## src/rtl/ir_cap_pkg.sv

```systemverilog
// Package: register offsets, bit positions and shared types for the IR
// capture receiver. Assumes byte addressing on a 6-bit register port.
package ir_cap_pkg;

    localparam int ADDR_W = 6;
    localparam int DATA_W = 32;

    localparam logic [ADDR_W-1:0] A_ENABLE = 6'h00;
    localparam logic [ADDR_W-1:0] A_CONFIG = 6'h04;
    localparam logic [ADDR_W-1:0] A_BUSY   = 6'h08;
    localparam logic [ADDR_W-1:0] A_START  = 6'h0C;
    localparam logic [ADDR_W-1:0] A_COUNT  = 6'h10;
    localparam logic [ADDR_W-1:0] A_DATA   = 6'h14;
    localparam logic [ADDR_W-1:0] A_MASK   = 6'h18;
    localparam logic [ADDR_W-1:0] A_STATUS = 6'h1C;
    localparam logic [ADDR_W-1:0] A_CLEAR  = 6'h20;

    localparam int ST_LO_BASE  = 8;
    localparam int ST_HI_BASE  = 24;
    localparam int CLR_BASE    = 16;

    localparam logic [DATA_W-1:0] CFG_RESET = {16'h3E80, 2'b00, 6'd0, 1'b1, 7'd0};

    typedef enum logic [1:0] {
        MS_WAIT = 2'd0,
        MS_MARK = 2'd1,
        MS_GAP  = 2'd2
    } meas_state_e;

    typedef struct packed {
        logic [15:0] gap;
        logic [15:0] mark;
    } symbol_t;

endpackage

```

## src/rtl/ir_cap_sync.sv

```systemverilog
// Synchroniser and edge detector for the asynchronous IR line.
// Assumes STAGES >= 2; rise/fall are one-cycle pulses on the synced level.
module ir_cap_sync #(
    parameter int STAGES = 2
) (
    input  logic clk,
    input  logic rst_n,
    input  logic din,
    output logic rise,
    output logic fall
);
    logic [STAGES:0] chain;

    // Shift the raw line through the synchroniser plus one history flop.
    always_ff @(posedge clk) begin
        if (!rst_n) chain <= '0;
        else        chain <= {chain[STAGES-1:0], din};
    end

    assign rise = chain[STAGES-1] & ~chain[STAGES];
    assign fall = ~chain[STAGES-1] & chain[STAGES];
endmodule

```

## src/rtl/ir_cap_tick.sv

```systemverilog
// Time base: divides the clock by (presc + 1) into base ticks and emits
// one unit pulse every UNIT_TICKS base ticks. Restart zeroes the phase.
module ir_cap_tick #(
    parameter int PRE_W      = 7,
    parameter int UNIT_TICKS = 10
) (
    input  logic             clk,
    input  logic             rst_n,
    input  logic             restart,
    input  logic [PRE_W-1:0] presc,
    output logic             unit_tick
);
    localparam int UW = (UNIT_TICKS > 1) ? $clog2(UNIT_TICKS) : 1;

    logic [PRE_W-1:0] pre_cnt;
    logic [UW-1:0]    sub_cnt;
    logic             base_tick;

    assign base_tick = (pre_cnt == presc);
    assign unit_tick = base_tick && (sub_cnt == UW'(UNIT_TICKS - 1));

    // Advance the prescaler and the sub-unit counter.
    always_ff @(posedge clk) begin
        if (!rst_n || restart) begin
            pre_cnt <= '0;
            sub_cnt <= '0;
        end else if (base_tick) begin
            pre_cnt <= '0;
            sub_cnt <= unit_tick ? '0 : sub_cnt + UW'(1);
        end else begin
            pre_cnt <= pre_cnt + PRE_W'(1);
        end
    end
endmodule

```

## src/rtl/ir_cap_measure.sv

```systemverilog
// Symbol timer: measures high (mark) then low (gap) widths in units,
// saturating at all-ones. Stores a symbol on the next rising edge, or
// closes the frame when mark + gap reaches max_w. Held idle while !run.
module ir_cap_measure
    import ir_cap_pkg::*;
#(
    parameter int CW = 16
) (
    input  logic          clk,
    input  logic          rst_n,
    input  logic          run,
    input  logic          rise,
    input  logic          fall,
    input  logic          unit_tick,
    input  logic [CW-1:0] max_w,
    output logic          restart,
    output logic          push,
    output logic          tmo,
    output symbol_t       sym
);
    meas_state_e   state;
    logic [CW-1:0] mark_cnt;
    logic [CW-1:0] gap_cnt;
    logic [CW:0]   span;
    logic          hit;

    assign span = {1'b0, mark_cnt} + {1'b0, gap_cnt};
    assign hit  = span >= {1'b0, max_w};
    assign sym  = '{gap: gap_cnt, mark: mark_cnt};

    // Decode the events of the current cycle.
    always_comb begin
        restart = 1'b0;
        push    = 1'b0;
        tmo     = 1'b0;
        if (run) begin
            unique case (state)
                MS_WAIT: restart = rise;
                MS_MARK: restart = fall;
                MS_GAP: begin
                    if (rise) begin
                        push    = 1'b1;
                        restart = 1'b1;
                    end else if (hit) begin
                        push = 1'b1;
                        tmo  = 1'b1;
                    end
                end
                default: restart = 1'b0;
            endcase
        end
    end

    // Walk the symbol phases and count units.
    always_ff @(posedge clk) begin
        if (!rst_n || !run) begin
            state    <= MS_WAIT;
            mark_cnt <= '0;
            gap_cnt  <= '0;
        end else begin
            unique case (state)
                MS_WAIT: if (rise) begin
                    state    <= MS_MARK;
                    mark_cnt <= '0;
                    gap_cnt  <= '0;
                end
                MS_MARK: begin
                    if (fall) state <= MS_GAP;
                    else if (unit_tick && mark_cnt != '1) mark_cnt <= mark_cnt + CW'(1);
                end
                MS_GAP: begin
                    if (rise) begin
                        state    <= MS_MARK;
                        mark_cnt <= '0;
                        gap_cnt  <= '0;
                    end else if (hit) begin
                        state <= MS_WAIT;
                    end else if (unit_tick && gap_cnt != '1) begin
                        gap_cnt <= gap_cnt + CW'(1);
                    end
                end
                default: state <= MS_WAIT;
            endcase
        end
    end
endmodule

```

## src/rtl/ir_cap_fifo.sv

```systemverilog
// Receive FIFO with a combinational head. Assumes DEPTH is a power of two.
// A push when full is dropped and a pop when empty is ignored.
module ir_cap_fifo #(
    parameter int WIDTH = 32,
    parameter int DEPTH = 64
) (
    input  logic             clk,
    input  logic             rst_n,
    input  logic             flush,
    input  logic             push,
    input  logic             pop,
    input  logic [WIDTH-1:0] wdata,
    output logic [WIDTH-1:0] rdata,
    output logic [$clog2(DEPTH):0] count,
    output logic             full,
    output logic             empty
);
    localparam int AW = $clog2(DEPTH);
    localparam int CW = AW + 1;

    logic [WIDTH-1:0] mem [DEPTH];
    logic [AW-1:0]    wr_ptr;
    logic [AW-1:0]    rd_ptr;
    logic             do_push;
    logic             do_pop;

    assign full    = (count == CW'(DEPTH));
    assign empty   = (count == '0);
    assign do_push = push && !full;
    assign do_pop  = pop && !empty;
    assign rdata   = mem[rd_ptr];

    // Storage write.
    always_ff @(posedge clk) begin
        if (do_push) mem[wr_ptr] <= wdata;
    end

    // Pointer and occupancy bookkeeping.
    always_ff @(posedge clk) begin
        if (!rst_n || flush) begin
            wr_ptr <= '0;
            rd_ptr <= '0;
            count  <= '0;
        end else begin
            if (do_push) wr_ptr <= wr_ptr + AW'(1);
            if (do_pop)  rd_ptr <= rd_ptr + AW'(1);
            count <= count + CW'(do_push) - CW'(do_pop);
        end
    end
endmodule

```

## src/rtl/ir_pulse_capture.sv

```systemverilog
// Top: register port, init/busy/arm control, interrupt flags and masking
// around the synchroniser, time base, symbol timer and receive FIFO.
// Assumes single-cycle register strobes; reads are combinational.
module ir_pulse_capture
    import ir_cap_pkg::*;
#(
    parameter int FIFO_DEPTH  = 64,
    parameter int INIT_CYCLES = 8,
    parameter int UNIT_TICKS  = 10,
    parameter int SYNC_STAGES = 2
) (
    input  logic        clk,
    input  logic        rst_n,
    input  logic        ir_in,
    input  logic [5:0]  bus_addr,
    input  logic        bus_wr,
    input  logic        bus_rd,
    input  logic [31:0] bus_wdata,
    output logic [31:0] bus_rdata,
    output logic        irq_rx,
    output logic        irq_tmo,
    output logic        irq_ovf
);
    localparam int CNT_W = $clog2(FIFO_DEPTH) + 1;
    localparam int NW    = CNT_W + 1;
    localparam int TW    = (NW > 7) ? NW : 7;
    localparam int IW    = $clog2(INIT_CYCLES + 1);

    logic          enabled, armed, busy, flush, run;
    logic [IW-1:0] init_cnt;
    logic [31:0]   cfg;
    logic [2:0]    mask;
    logic          flag_rx, flag_tmo, flag_ovf;
    logic          rise, fall, unit_tick, restart;
    logic          meas_push, meas_tmo;
    symbol_t       meas_sym;
    logic [31:0]   fifo_rdata;
    logic [CNT_W-1:0] fifo_count;
    logic          fifo_full, fifo_empty;
    logic          pop_req, push_ok, pop_ok;
    logic [NW-1:0] new_count;
    logic [TW-1:0] lvl_thr;
    logic [2:0]    clr;
    logic          wr_enable, wr_start;

    assign wr_enable = bus_wr && (bus_addr == A_ENABLE);
    assign wr_start  = bus_wr && (bus_addr == A_START);
    assign flush     = wr_enable && bus_wdata[0];
    assign busy      = (init_cnt != '0);
    assign run       = armed && cfg[7] && !busy;
    assign pop_req   = bus_rd && (bus_addr == A_DATA);
    assign push_ok   = meas_push && !fifo_full;
    assign pop_ok    = pop_req && !fifo_empty;
    assign new_count = NW'(fifo_count) + NW'(push_ok) - NW'(pop_ok);
    assign lvl_thr   = TW'(cfg[13:8]) + TW'(1);
    assign clr       = (bus_wr && bus_addr == A_CLEAR) ? bus_wdata[CLR_BASE+2:CLR_BASE] : 3'b000;

    ir_cap_sync #(.STAGES(SYNC_STAGES)) u_sync (
        .clk(clk), .rst_n(rst_n), .din(ir_in), .rise(rise), .fall(fall)
    );

    ir_cap_tick #(.PRE_W(7), .UNIT_TICKS(UNIT_TICKS)) u_tick (
        .clk(clk), .rst_n(rst_n), .restart(restart), .presc(cfg[6:0]),
        .unit_tick(unit_tick)
    );

    ir_cap_measure #(.CW(16)) u_meas (
        .clk(clk), .rst_n(rst_n), .run(run), .rise(rise), .fall(fall),
        .unit_tick(unit_tick), .max_w(cfg[31:16]), .restart(restart),
        .push(meas_push), .tmo(meas_tmo), .sym(meas_sym)
    );

    ir_cap_fifo #(.WIDTH(32), .DEPTH(FIFO_DEPTH)) u_fifo (
        .clk(clk), .rst_n(rst_n), .flush(flush), .push(meas_push),
        .pop(pop_req), .wdata(meas_sym), .rdata(fifo_rdata),
        .count(fifo_count), .full(fifo_full), .empty(fifo_empty)
    );

    // Enable, initialisation countdown and capture arming.
    always_ff @(posedge clk) begin
        if (!rst_n) begin
            enabled  <= 1'b0;
            init_cnt <= '0;
            armed    <= 1'b0;
        end else if (wr_enable) begin
            enabled  <= bus_wdata[0];
            init_cnt <= bus_wdata[0] ? IW'(INIT_CYCLES) : '0;
            armed    <= 1'b0;
        end else begin
            if (busy) init_cnt <= init_cnt - IW'(1);
            if (wr_start && enabled && !busy) armed <= 1'b1;
        end
    end

    // Configuration and mask registers.
    always_ff @(posedge clk) begin
        if (!rst_n) begin
            cfg  <= CFG_RESET;
            mask <= 3'b111;
        end else begin
            if (bus_wr && bus_addr == A_CONFIG) cfg  <= bus_wdata;
            if (bus_wr && bus_addr == A_MASK)   mask <= bus_wdata[2:0];
        end
    end

    // Sticky interrupt flags; a new event wins over a same-cycle clear.
    always_ff @(posedge clk) begin
        if (!rst_n || flush) begin
            flag_rx  <= 1'b0;
            flag_tmo <= 1'b0;
            flag_ovf <= 1'b0;
        end else begin
            flag_rx  <= (push_ok && (TW'(new_count) >= lvl_thr)) || (flag_rx && !clr[0]);
            flag_tmo <= meas_tmo || (flag_tmo && !clr[1]);
            flag_ovf <= (meas_push && fifo_full) || (flag_ovf && !clr[2]);
        end
    end

    assign irq_rx  = flag_rx  && !mask[0];
    assign irq_tmo = flag_tmo && !mask[1];
    assign irq_ovf = flag_ovf && !mask[2];

    // Register read multiplexer.
    always_comb begin
        bus_rdata = '0;
        unique case (bus_addr)
            A_ENABLE: bus_rdata = {31'd0, enabled};
            A_CONFIG: bus_rdata = cfg;
            A_BUSY:   bus_rdata = {31'd0, busy};
            A_COUNT:  bus_rdata = 32'(fifo_count);
            A_DATA:   bus_rdata = fifo_empty ? 32'd0 : fifo_rdata;
            A_MASK:   bus_rdata = {29'd0, mask};
            A_STATUS: begin
                bus_rdata[ST_LO_BASE+:3] = {flag_ovf, flag_tmo, flag_rx};
                bus_rdata[ST_HI_BASE+:3] = {flag_ovf, flag_tmo, flag_rx};
            end
            default:  bus_rdata = '0;
        endcase
    end
endmodule

```

## config.mk

```make
export PLATFORM = sky130hd
export DESIGN_NAME = ir_pulse_capture
export DESIGN_NICKNAME = d
export VERILOG_FILES = /design/src/rtl/ir_cap_pkg.sv /design/src/rtl/ir_cap_sync.sv /design/src/rtl/ir_cap_tick.sv /design/src/rtl/ir_cap_measure.sv /design/src/rtl/ir_cap_fifo.sv /design/src/rtl/ir_pulse_capture.sv
export SDC_FILE = /design/constraint.sdc
export NUM_CORES = 2
export LEC_CHECK = 0
export BUFFER_PORTS_ARGS = -buffer_cell sky130_fd_sc_hd__buf_2
export CAP_MARGIN = 20
export CORE_AREA = 3 3 416 418
export CTS_CLUSTER_DIAMETER = 50
export CTS_CLUSTER_SIZE = 8
export DETAILED_ROUTE_END_ITERATION = 10
export DIE_AREA = 0 0 419 421
export PLACE_DENSITY = 0.73
export SLEW_MARGIN = 20
export SYNTH_ARGS = -nofsm -noshare
export SYNTH_HDL_FRONTEND = slang
export SYNTH_SLANG_ARGS = --single-unit
export TNS_END_PERCENT = 1
```

## constraint.sdc

```tcl
create_clock -name clk -period 8.2 [get_ports clk]
set_clock_uncertainty 0.15 [all_clocks]
set_input_delay 0.82 -clock clk [delete_from_list [all_inputs] [get_ports clk]]
set_output_delay 0.82 -clock clk [all_outputs]
set_load 0.01 [all_outputs]
```

==> qor.yml <==
critPathLaunchType: "flip-flop"
critPathMaxStageDelay_ps: 830
final_cell_mix: "edfxtp_1, mux4_2, clkbuf_16"
synth_seq_cells: 2165
crit_fanout: 37
grt_antenna_before_repair: 10
boundaryPins: 78
power.density_nw_per_um2: 243
period_needed_ps: 6880
drv_cap: 0
syn_area_um2: 84900
hp-class: "in -> reg"
arrival_ps: 7490
grtUsageMet1: 0.339
grt.busiest_layer: "met2"
hold_viol_final: 0
status: "finished, final reports clean"
cp_slowest_cell: "dfxtp_2"
synth_edf_count: 2048
ctsResizeCount: 0
fp.dieH_um: 421
switching_share: 0.189
fin_nets: 4382
globalplace.congestion: 0.919
die-area_um2: 176000
finalWirelength_mm: 218
p_seq_frac: 0.505
required_ps: 8810
tightest_slew_ps: 1300
avgSynthCellArea_um2: 21.7
grt_max_degree: 102
clk_latency_ps: 900
tns_ps: 0
grt_first_pass_wirelength_mm: 314
design_area_um2: 97700
ctsLongestPathBuffers: 4
fin_crit_sh: 0.839
pwr-share-comb: 0.011
area_delta_synth_final_pct: 15.1
portBuffers: 77
cts_root_buffer: "clkbuf_16"
coreArea_um2: 169000
place_worst_setup_slack_ps: 1370
track_usage: 0.249
ir_worst_vdd_mv: 0.234
ant_nets: 0
setup_violations: 0
dpl-instance-area_um2: 89000
holdWs_ps: 46.8
max_slew_margin: 0.132
row_count: 151
die_x_um: 419
post-cts-setup-buffers: 0
crit_family: "compound AO/OA/AOI/OAI gates"
start_util: 0.501
crit_path_end_kind: "flip-flop"
cts_tree: "built"
intPower_mw: 19.2
drt_iter0_drc: 5882
htreeDepth: 5
place_hpwl_mm: 118
wire_per_inst_um: 33.2
timing.final.max_slew_violations: 0
drt-pass1-iter-count: 7
ys_warn_count: 0
grt_util_met3: 0.0654
critPathMostFrequentCell: "a21oi_1"
leakage_nw: 24.6
dr_total_vias: 42800
clock.fmax_mhz: 145
clkPwrFrac: 0.484
grt_overflow: 0
rsz0062_at_grt: "no"
critPathBufInv: 3
crit_type: "reg -> reg"
drive_gt1_frac: 0.311
drcViolationCount: 0
switchingPower_mw: 4.49
cts_buffers: 322
dp_cells: 6155
final_common_cell: "edfxtp_1"
synth-seq-area-share: 0.752
grt_use_met2: 0.381
instances_no_fill: 6554
grt_pass1_vias: 43800
clock_sinks: 2165
synth_cell_types: 73
via_per_inst: 6.53
syn_nets: 4007
clk_pin_slew_ps: 50
layout_setup_ws_ps: 1320
synth_top_flop_cell: "edfxtp_1"
synth_cells: 3903
ys_async_sr_fraction: 0
Yosys cell counts (all sizes together) (12+ instances only):
cell,n,area share
nor3,17,0.0010
mux2i,19,0.0022
inv,45,0.0020
mux4,636,0.17
ha,59,0.0087
xnor2,37,0.0038
nand3,48,0.0028
dfxtp,117,0.028
mux2,27,0.0036
and3,19,0.0014
o211ai,20,0.0018
a21oi,36,0.0022
nand4,31,0.0023
buf,94,0.0061
o21ai,25,0.0015
nand2,160,0.0071
nor2,127,0.0056
a22oi,30,0.0027
a21boi,27,0.0024
nor4,15,0.0011
clkbuf,98,0.0043
edfxtp,2048,0.72
xor2,19,0.0020
nand2b,12,0.00088
cells by family after synthesis:
kind of cell,synth area share
fa+ha+maj,0.00917
buf+inv,0.0125
mux,0.175
xor+xnor,0.00578
flops,0.752
compound gates,0.0174
simple gates,0.0282
through the flow:
stage               utilization  power (mW)
CTS                       0.576        23.9
detailed placement        0.525        12.4
floorplan                     -        12.4
finish                    0.577        23.7
global placement          0.525        12.4
global route              0.576        24.3
layout make-up:
cell class / count / area, µm²
antenna: 4 / 10.0
clock buffer: 371 / 8440
clock inverter: 7 / 98.8
fill: 11700 / 71800
inverter: 45 / 169
multi-input combinational: 1501 / 20400
sequential: 2165 / 63900
tap: 2218 / 2780
timing repair buffer: 243 / 1860
routing by layer:
| metal | wire length [µm] | part of all wire |
|---|---|---|
| met3 | 22400 | 0.10 |
| met4 | 10500 | 0.048 |
| met2 | 103000 | 0.48 |
| met5 | 23 | 0.00011 |
| met1 | 81300 | 0.37 |
worst reg2reg max path, delay by kind of cell (launching register included):
kind                       cells  cell delay, ps
buffers and inverters          3             460
DFF                            1             830
and+or+nand+nor                5             460
AOI/OAI and AO/OA             16            2740
adders and majority gates      5            1770
xor gates and xnor gates       2             350
flip-flops by register name, summed over array words and instances, names as in the netlist, 6 cells and up, named ones only:
name,count
u_fifo.wr_ptr,6
cfg,32
u_fifo.rd_ptr,6
u_tick.pre_cnt,7
u_fifo.mem,2048
u_meas.gap_cnt,16
u_fifo.count,7
u_meas.mark_cnt,16
path summary, 6_finish.rpt:
kind	startpoint	to	slack, ps	cells past startpoint
max	u_meas.mark_cnt[1]$_SDFFE_PP0P_	flag_rx$_SDFF_PP0_	1320	31
min	bus_wdata[28]	cfg[28]$_SDFFE_PN1P_	50	3
max reg2reg	u_meas.mark_cnt[1]$_SDFFE_PP0P_	flag_rx$_SDFF_PP0_	1320	31
min reg2reg	armed$_SDFFE_PP0P_	armed$_SDFFE_PP0P_	310	2
power by group through the flow:
| stage | Clock, mW | Combinational (mW) | Sequential, mW |
|---|---|---|---|
| after floorplan | 0 | 0.190 | 12.2 |
| after global placement | 0 | 0.252 | 12.2 |
| after detailed placement | 0 | 0.251 | 12.2 |
| after CTS | 11.6 | 0.259 | 12.0 |
| after global routing | 12.1 | 0.293 | 12.0 |
| final | 11.5 | 0.261 | 12.0 |
repair_timing:
action / 4_1_cts / 5_1_grt
hold buffers: 17 / 0
setup endpoints to repair: 0 / 0
hold endpoints to repair: 19 / 0
No activity file was read; power rests on OpenSTA's default activity.
